===== src/rtl/nand_pcmd_pkg.sv =====
package nand_pcmd_pkg;
  localparam logic [7:0] OP_READ       = 8'h00;
  localparam logic [7:0] OP_READ_START = 8'h30;
  localparam logic [7:0] OP_SPARE_READ = 8'h50;
  localparam logic [7:0] OP_PROG_SETUP = 8'h80;
  localparam logic [7:0] COL_SPARE_HI  = 8'h08;

  localparam int BEATS_MAX = 8;
  localparam int BEAT_IDX_W = $clog2(BEATS_MAX);
  localparam int BEAT_CNT_W = $clog2(BEATS_MAX + 1);

  typedef struct packed {
    logic       is_cmd;
    logic [7:0] data;
  } bus_beat_t;
endpackage


===== src/rtl/nand_pcmd_builder.sv =====
module nand_pcmd_builder
  import nand_pcmd_pkg::*;
#(
  parameter int PAGE_W = 32
) (
  input  logic [7:0]                     opcode_i,
  input  logic                           spare_i,
  input  logic                           large_i,
  input  logic [2:0]                     cycles_i,
  input  logic [PAGE_W-1:0]              page_i,
  output bus_beat_t [BEATS_MAX-1:0]      beats_o,
  output logic [BEAT_CNT_W-1:0]          count_o
);
  localparam int PAD_W = (PAGE_W > 32) ? PAGE_W : 32;

  logic [PAD_W-1:0]      pg;
  logic                  cyc_ge4, cyc_ge5, is_read;
  logic [BEAT_IDX_W-1:0] rs_idx;

  assign pg      = PAD_W'(page_i);
  assign cyc_ge4 = cycles_i >= 3'd4;
  assign cyc_ge5 = cycles_i >= 3'd5;
  assign is_read = opcode_i == OP_READ;
  assign rs_idx  = cyc_ge5 ? BEAT_IDX_W'(6) : BEAT_IDX_W'(5);

  always_comb begin
    beats_o = '0;
    count_o = '0;
    if (!large_i) begin
      beats_o[0] = '{1'b1, (spare_i && is_read) ? OP_SPARE_READ : opcode_i};
      beats_o[1] = '{1'b0, 8'h00};
      beats_o[2] = '{1'b0, pg[7:0]};
      beats_o[3] = '{1'b0, pg[15:8]};
      beats_o[4] = '{1'b0, pg[23:16]};
      beats_o[5] = '{1'b0, pg[31:24]};
      count_o    = BEAT_CNT_W'(4) + BEAT_CNT_W'(cyc_ge4) + BEAT_CNT_W'(cyc_ge5);
    end else begin
      beats_o[0] = '{1'b1, opcode_i};
      beats_o[1] = '{1'b0, 8'h00};
      beats_o[2] = '{1'b0, spare_i ? COL_SPARE_HI : 8'h00};
      beats_o[3] = '{1'b0, pg[7:0]};
      beats_o[4] = '{1'b0, pg[15:8]};
      if (cyc_ge5) beats_o[5] = '{1'b0, pg[23:16]};
      if (is_read) beats_o[rs_idx] = '{1'b1, OP_READ_START};
      count_o = BEAT_CNT_W'(rs_idx) + BEAT_CNT_W'(is_read);
    end
  end
endmodule


===== src/rtl/nand_pcmd_emitter.sv =====
module nand_pcmd_emitter
  import nand_pcmd_pkg::*;
(
  input  logic                      clk_i,
  input  logic                      rst_ni,
  input  logic                      go_i,
  input  bus_beat_t [BEATS_MAX-1:0] beats_i,
  input  logic [BEAT_CNT_W-1:0]     count_i,
  input  logic                      accept_i,
  output logic                      strobe_o,
  output bus_beat_t                 beat_o,
  output logic                      busy_o,
  output logic                      fin_o
);
  typedef enum logic [1:0] {EM_IDLE, EM_SEND, EM_HOLD} em_state_e;

  em_state_e             state_q;
  logic [BEAT_IDX_W-1:0] idx_q;
  logic                  last;

  assign last     = {1'b0, idx_q} == (count_i - BEAT_CNT_W'(1));
  assign strobe_o = state_q == EM_SEND;
  assign busy_o   = state_q != EM_IDLE;
  assign beat_o   = beats_i[idx_q];
  assign fin_o    = busy_o && accept_i && last;

  always_ff @(posedge clk_i or negedge rst_ni) begin
    if (!rst_ni) begin
      state_q <= EM_IDLE;
      idx_q   <= '0;
    end else begin
      case (state_q)
        EM_IDLE: if (go_i) begin
          state_q <= EM_SEND;
          idx_q   <= '0;
        end
        default: begin
          if (accept_i) begin
            if (last) state_q <= EM_IDLE;
            else begin
              state_q <= EM_SEND;
              idx_q   <= idx_q + 1'b1;
            end
          end else begin
            state_q <= EM_HOLD;
          end
        end
      endcase
    end
  end
endmodule


===== src/rtl/nand_pcmd_ready_timer.sv =====
module nand_pcmd_ready_timer #(
  parameter int TIMEOUT_TICKS = 100
) (
  input  logic clk_i,
  input  logic rst_ni,
  input  logic arm_i,
  input  logic ready_i,
  output logic wait_o,
  output logic done_o,
  output logic timeout_o
);
  localparam int CNT_W = $clog2(TIMEOUT_TICKS + 1);
  localparam logic [CNT_W-1:0] CNT_LAST = CNT_W'(TIMEOUT_TICKS - 1);

  logic [CNT_W-1:0] cnt_q;

  always_ff @(posedge clk_i or negedge rst_ni) begin
    if (!rst_ni) begin
      wait_o    <= 1'b0;
      done_o    <= 1'b0;
      timeout_o <= 1'b0;
      cnt_q     <= '0;
    end else begin
      done_o    <= 1'b0;
      timeout_o <= 1'b0;
      if (arm_i) begin
        wait_o <= 1'b1;
        cnt_q  <= '0;
      end else if (wait_o) begin
        if (ready_i) begin
          wait_o <= 1'b0;
          done_o <= 1'b1;
        end else if (cnt_q == CNT_LAST) begin
          wait_o    <= 1'b0;
          done_o    <= 1'b1;
          timeout_o <= 1'b1;
        end else begin
          cnt_q <= cnt_q + 1'b1;
        end
      end
    end
  end
endmodule


===== src/rtl/nand_page_cmd_seq.sv =====
module nand_page_cmd_seq
  import nand_pcmd_pkg::*;
#(
  parameter int PAGE_W        = 32,
  parameter int TIMEOUT_TICKS = 100
) (
  input  logic              clk_i,
  input  logic              rst_ni,
  input  logic              start_i,
  input  logic [PAGE_W-1:0] page_i,
  input  logic [7:0]        opcode_i,
  input  logic              spare_only_i,
  input  logic              large_page_i,
  input  logic [2:0]        addr_cycles_i,
  output logic              strobe_o,
  output logic              is_cmd_o,
  output logic [7:0]        bus_byte_o,
  input  logic              accept_i,
  input  logic              ready_i,
  output logic              busy_o,
  output logic              done_o,
  output logic              timeout_o
);
  logic [PAGE_W-1:0] page_q;
  logic [7:0]        opcode_q;
  logic              spare_q, large_q;
  logic [2:0]        cycles_q;
  logic              take;
  logic              emit_busy, emit_fin, timer_wait;

  bus_beat_t [BEATS_MAX-1:0] beats;
  logic [BEAT_CNT_W-1:0]     beat_cnt;
  bus_beat_t                 cur_beat;

  assign busy_o = emit_busy | timer_wait;
  assign take   = start_i & ~busy_o;

  always_ff @(posedge clk_i or negedge rst_ni) begin
    if (!rst_ni) begin
      page_q   <= '0;
      opcode_q <= '0;
      spare_q  <= 1'b0;
      large_q  <= 1'b0;
      cycles_q <= '0;
    end else if (take) begin
      page_q   <= page_i;
      opcode_q <= opcode_i;
      spare_q  <= spare_only_i;
      large_q  <= large_page_i;
      cycles_q <= addr_cycles_i;
    end
  end

  nand_pcmd_builder #(.PAGE_W(PAGE_W)) u_builder (
    .opcode_i (opcode_q),
    .spare_i  (spare_q),
    .large_i  (large_q),
    .cycles_i (cycles_q),
    .page_i   (page_q),
    .beats_o  (beats),
    .count_o  (beat_cnt)
  );

  nand_pcmd_emitter u_emitter (
    .clk_i    (clk_i),
    .rst_ni   (rst_ni),
    .go_i     (take),
    .beats_i  (beats),
    .count_i  (beat_cnt),
    .accept_i (accept_i),
    .strobe_o (strobe_o),
    .beat_o   (cur_beat),
    .busy_o   (emit_busy),
    .fin_o    (emit_fin)
  );

  assign is_cmd_o   = cur_beat.is_cmd;
  assign bus_byte_o = cur_beat.data;

  nand_pcmd_ready_timer #(.TIMEOUT_TICKS(TIMEOUT_TICKS)) u_timer (
    .clk_i     (clk_i),
    .rst_ni    (rst_ni),
    .arm_i     (emit_fin),
    .ready_i   (ready_i),
    .wait_o    (timer_wait),
    .done_o    (done_o),
    .timeout_o (timeout_o)
  );
endmodule


===== config.mk =====
export PLATFORM = sky130hd
export DESIGN_NAME = nand_page_cmd_seq
export DESIGN_NICKNAME = d
export VERILOG_FILES = /design/src/rtl/nand_pcmd_pkg.sv /design/src/rtl/nand_pcmd_builder.sv /design/src/rtl/nand_pcmd_emitter.sv /design/src/rtl/nand_pcmd_ready_timer.sv /design/src/rtl/nand_page_cmd_seq.sv
export SDC_FILE = /design/constraint.sdc
export NUM_CORES = 1
export LEC_CHECK = 0
export ABC_AREA = 1
export BUFFER_PORTS_ARGS = -buffer_cell sky130_fd_sc_hd__buf_2
export CORE_UTILIZATION = 50
export CTS_CLUSTER_DIAMETER = 100
export DETAILED_ROUTE_END_ITERATION = 10
export PLACE_DENSITY = 0.86
export SETUP_SLACK_MARGIN = 0.5
export SLEW_MARGIN = 10
export SYNTH_ARGS = -nofsm -noshare
export SYNTH_HDL_FRONTEND = slang
export SYNTH_SLANG_ARGS = --single-unit
export TNS_END_PERCENT = 30

===== constraint.sdc =====
create_clock -name clk_i -period 2.35 [get_ports clk_i]
set_clock_uncertainty 0.15 [all_clocks]
set_input_delay 0.5875 -clock clk_i [delete_from_list [all_inputs] [get_ports clk_i]]
set_output_delay 0.5875 -clock clk_i [all_outputs]
set_load 0.01 [all_outputs]

After elaboration in Yosys (flattened, before gate mapping) --
Cells that the tools add are included.
Word-level totals: register bits 60, input bits 50, output and inout bits 13, logic and storage cells 82
Operators by class: add/subtract/negate cells 6, $lt $le $gt $ge 5, equality and inequality tests 7, mux-type cells 36, bitwise operators 6, reductions and logical operators 11
Operators by type and width (count):
- 72-bit two-way mux | 1
- 54-bit two-way mux | 1
- 36-bit by 48-bit bitwise AND with 48-bit output | 1
- 48-bit inverter | 1
- 7-bit two-way mux | 4
- 9-bit binary-select mux with 3-bit select | 1
- 9-bit demux with 3-bit select | 1
- 9-bit two-way mux | 3
- 18-bit by 24-bit bitwise OR with 24-bit output | 1
- 18-bit two-way mux | 1
- 8-bit two-way mux | 2
- 1-bit two-way mux | 12
- 3-bit two-way mux | 4
- 8-bit zero test | 1
- 3-bit by 4-bit less-than comparator with 1-bit output (second input constant) | 2
- 2-bit two-way mux | 4
- 4-bit two-way mux | 2
- 7-bit by 1-bit adder with 7-bit output (second input constant) | 1
- 7-bit == test (second input constant) | 1
- 3-bit >= comparator (second input constant) | 2
- 2-bit inequality test (second input constant) | 3
- 3-bit AND reduction | 2
- 2-bit nonzero test | 3
- 3-bit by 1-bit adder with 4-bit output | 1
- 13 further kinds | 16

Longest topological paths before layout --
depth after elaboration 12, gate-level depth with buffers 19, depth with buffers taken out 19

Hierarchy --
A second synthesis with hierarchy kept.
Second synthesis, totals: cells, all modules 625, area, all modules 4486.8 sq um
By module, submodules not included:
- nand_page_cmd_seq | times used 1, cells each 198, area an instance 2122.0 sq um, seq. area each 1126.1 sq um
- nand_pcmd_emitter | times used 1, cells each 205, area an instance 1058.5 sq um, seq. area each 125.1 sq um
- nand_pcmd_builder | times used 1, cells each 147, area an instance 738.2 sq um, seq. area each 0.0 sq um
- nand_pcmd_ready_timer | times used 1, cells each 75, area an instance 568.0 sq um, seq. area each 250.2 sq um

Worst setup path after synthesis --
Ideal clock, no wire load.
kind reg-to-reg, start register opcode_q[6], end register u_timer.cnt_q[6], library setup time 0.120 ns, arrival 2.171 ns, required time 2.080 ns, path slack -0.091 ns, stages on the path, launching flop included 17, buffers on the path 0, period minus slack after synthesis 2.441 ns, cells stage by stage dfrtp_1 inv_1 nand4_1 nor2_1 ha_1 inv_1 nand2_1 nand2_1 inv_1 ha_1 inv_1 nand2_1 nand2_1 nand3_1 nor2_4 nand3_4 and3_1
On the way: word-level cells in the longest chain between the ends 8, elaborated cells between the ends (all ways) 11, classes of those cells add/sub: 2; eq/ne: 3; mux: 2; reduce/logical: 4
Ends and longest elaborated chain:
- start, declared | RTL line nand_page_cmd_seq.sv:25 | logic [7:0] opcode_q;
- start signal, assigned | RTL line nand_page_cmd_seq.sv:47 | opcode_q <= opcode_i;
- 8-bit zero test (*) | RTL line nand_pcmd_builder.sv:23 | assign is_read = opcode_i == OP_READ;
- 3-bit by 1-bit adder with 4-bit output (*) | RTL line nand_pcmd_builder.sv:45 | count_o = BEAT_CNT_W'(rs_idx) + BEAT_CNT_W'(is_read);
- 4-bit two-way mux (*) | RTL line nand_pcmd_builder.sv:29 | if (!large_i) begin
- 4-bit by 1-bit subtractor with 4-bit output (*) | RTL line nand_pcmd_emitter.sv:21 | assign last = {1'b0, idx_q} == (count_i - BEAT_CNT_W'(1));
- 3-bit by 4-bit == test with 1-bit output (*) | RTL line nand_pcmd_emitter.sv:21
- 1-bit logical AND (*) | RTL line nand_pcmd_emitter.sv:25 | assign fin_o = busy_o && accept_i && last;
- 2-bit inequality test (no source line) (tied with other cells)
- 3-bit AND reduction (no source line)
- end signal, assigned | RTL line nand_pcmd_ready_timer.sv:38 | cnt_q <= cnt_q + 1'b1;
- end, declared | RTL line nand_pcmd_ready_timer.sv:15 | logic [CNT_W-1:0] cnt_q;
Every way passes the cells marked *; elsewhere a longest branch is shown, timed or not. A chain may end at the register's enable or synchronous reset.

Final worst setup path --
start register opcode_q[2], end output is_cmd_o
On the way: word-level cells in the longest chain between the ends 5, elaborated cells between the ends (all ways) 6, classes of those cells mux: 5; reduce/logical: 1
Ends and longest elaborated chain:
- 8-bit zero test (*) | RTL line nand_pcmd_builder.sv:23
- 72-bit two-way mux (*) | RTL line nand_pcmd_builder.sv:44 | if (is_read) beats_o[rs_idx] = '{1'b1, OP_READ_START};
- 54-bit two-way mux or 18-bit two-way mux (tied branches) | RTL line nand_pcmd_builder.sv:29
- 9-bit binary-select mux with 3-bit select (*) | RTL line nand_pcmd_emitter.sv:24 | assign beat_o = beats_i[idx_q];
- 9-bit two-way mux (not written as such) (*) | RTL line nand_pcmd_emitter.sv:24
- end, declared | RTL line nand_page_cmd_seq.sv:16 | output logic is_cmd_o,
Every way passes the cells marked *; elsewhere a longest branch is shown, timed or not. The select of a mux whose other input is x is not followed.

==> reports/metrics.yaml <==
logic_synthesis:
  avgSynthCellArea_um2: 8.24
  ys_warn_count: 0
  synth_nets: 462
  ys_ff_latch: 60
  synth_edf_count: 0
  synthDistinctLibCells: 32
  synthArstFlopShare_pct: 100
  synth_top_area_share_pct: 45.1
  ys_seq_area_share_pct: 45.1
  synth_largest_area_cell: "dfrtp_1"
  synth_ff_type: "dfrtp_1"
  syn_area_um2: 3330
  synth_area_leaders: "dfrtp_1, nand2_1, mux2_2, nor2_1, inv_1"
  netlist_instances: 404
drt:
  dr.max_layer_used: "met4"
  avgViaCountPerCell: 5.46
  drc: 0
  wire_per_inst_um: 14.9
  dr_wl_met3_um: 626
  drtAntennaViolNets: 0
  drt_first_iter_violations: 281
  vias: 3169
  wl_met1_um: 3480
  dr.pass1.iters: 5
  met2_length_um: 4330
  drt_wl_total_um: 8640
sta:
  setup_viol: 22
  fin_ws_ns: -0.358
  final_hold_viol_count: 0
  slew_violations: 0
  fmax_ghz: 0.369
  tightest_slew_ns: 0.494
  holdWs_ns: 0.0396
  period_needed_ns: 2.71
  rsz0062_at_grt: "yes"
  slew-limit-headroom_pct: 66.7
  period_share_pct: 115
placement:
  dp_hpwl_um: 6050
  routabilityCongestion: 0.882
  place_inst: 559
  io_buffers: 62
pwr:
  irDropWorstVdd_v: 0.000877
  power_density_nw_per_um2: 1500
  p_leak_uw: 0.00220
global_routing:
  antenna_found_initial: 0
  grt_overflow: 0
  grt_pass1_vias: 3079
  grt_pass1_wl_um: 14300
  grt_max_degree: 50
  grt_usage_pct: 26.1
clock_tree:
  path_clk_slew_ns: 0.08
  clk_latency_ns: 0.36
  cts_sinks: 60
  cts_tree: "done"
  cts-root-buf: "clkbuf_8"
  clockBufferDepth: 2
  cts_buffers: 9
  htree_levels: 3
  cts_hold_buf: 0
flow_run:
  maxCapViolCount: 0
cells_and_area:
  layout-drive-gt1-share_pct: 36.6
  nets: 556
  final_cells: 580
  diodes: 0
  area.growth.synth_to_final_pct: 29.1
floorplanning:
  io-pin-count: 63
  die_y_um: 83.6
  die_area_um2: 6980
  coreArea_um2: 6390
  row_count: 29
  start_util_pct: 52.1
  dieWidth_um: 83.6
worst_setup_path:
  cp_slowest_stage_delay_ns: 0.40
  critical_path.most_common_cell: "inv_2"
  cp_top_family: "simple AND/OR/NAND/NOR gates"
  worst_path_max_delay_cell: "dfrtp_1"
  end_kind: "primary output"
  crit_fanout: 4
  cp.required_ns: 1.61
  crit_arrival_ns: 1.97
  path_cells: "inv_2, nand4_1, nor2_4, buf_4, ha_1, nand2_2, inv_2, nand3_1, a31oi_1, buf_2"
  startpoint_type: "register"
  r2r_slack_ns: -0.21
  cp_num_buf_inv: 4
  path_class: "register to primary output"
min_path:
  hp-class: "input pin to async pin"
run_status:
  status: "finished, violations left"
  violations: "negative setup slack"
## cell usage after synthesis, drive strengths merged, types with 2 or more instances
cell / instances
nand4: 8
o21ai: 26
dfrtp: 60
a22oi: 5
mux2: 25
a21oi: 31
nor2: 57
nand2: 76
ha: 8
and3: 2
buf: 16
clkbuf: 2
inv: 49
nand3: 30
o211ai: 3
## registers in the layout, summed over array words and instances (netlist names), 2 cells and up
| name | count |
|---|---|
| page_q | 32 |
| u_emitter.idx_q | 3 |
| u_emitter.state_q | 2 |
| opcode_q | 8 |
| cycles_q | 3 |
| u_timer.cnt_q | 7 |
## cell type report
| class | instances | area [µm²] |
|---|---|---|
| multi-input combinational | 278 | 1640 |
| inverter | 49 | 186 |
| tap | 77 | 96.3 |
| clock buffer | 9 | 124 |
| fill | 483 | 2090 |
| timing repair buffer | 100 | 633 |
| sequential | 60 | 1510 |
| clock inverter | 7 | 115 |
## metal layers
layer | up-vias | global-route usage (%)
met5 | - | 0
met4 | 0 | 9.86
met3 | 24 | 5.93
met2 | 145 | 43.5
met1 | 1494 | 33.2
li1 | 1506 | -
## worst paths after layout
kind | from | end | cells past startpoint
min | rst_ni | page_q[6] | 1
min in group clk_i | accept_i | u_emitter.state_q[1] | 2
min reg2reg | page_q[24] | page_q[24] | 1
max reg2reg | opcode_q[2] | u_timer.cnt_q[6] | 15
max in group asynchronous | rst_ni | large_q | 2
max | opcode_q[2] | is_cmd_o | 10
## report_power, final
group / switching, µW / internal [µW] / total [µW]
Combinational: 1910 / 1530 / 3440
Sequential: 355 / 1510 / 1870
Clock: 435 / 700 / 1130
Total: 2700 / 3740 / 6440
## placed cells by master, fill, tap and decap left out, types with 4 or more instances in the layout
cell and instances:
buf_4 33, inv_2 11, o21ai_0 15, clkbuf_8 9, nand2_2 12, dfrtp_1 57
nand2_1 63, inv_1 37, nand3_1 23, nor2_1 52, a22oi_1 5, buf_2 61
ha_1 6, buf_6 4, nand3_2 6, mux2_2 23, a21oi_1 31, nand4_1 8
o21ai_1 11
## cells by family (layout without fill, tap and decap cells)
group           after synthesis  count (layout)  synth area share, %
simple gates                175             176                 23.4
compound gates               67              67                 10.8
flops                        60              60                 45.1
xor+xnor                      2               2                0.527
mux                          25              25                 8.46
fa+ha+maj                     8               8                 3.01
buf+inv                      67             165                 8.73
## through the flow
step / setup TNS (ns) / cell area [µm²] / setup slack (ns) / util [%] / total power (µW)
after CTS: -3.23 / 4260 / -0.317 / 66.7 / 6340
after floorplan: -0.0431 / 3340 / -0.0216 / - / 3830
final: -3.86 / 4300 / -0.358 / 67.3 / 6440
after detailed placement: -2.84 / 3910 / -0.261 / 61.2 / 4900
after global placement: -1.12 / 3910 / -0.129 / 61.2 / 4740
after global routing: -6.57 / 4300 / -0.452 / 67.3 / 6880
## repair_timing
| item | CTS | global route |
|---|---|---|
| endpoints found under the setup margin | 24 | 24 |
| pin swaps | 14 | 6 |
| gates resized for setup | 32 | 14 |
| cloned | 1 | 0 |
| hold endpoints to repair | 0 | 0 |
| setup buffers | 4 | 0 |
No activity file was read; power rests on OpenSTA's default activity.
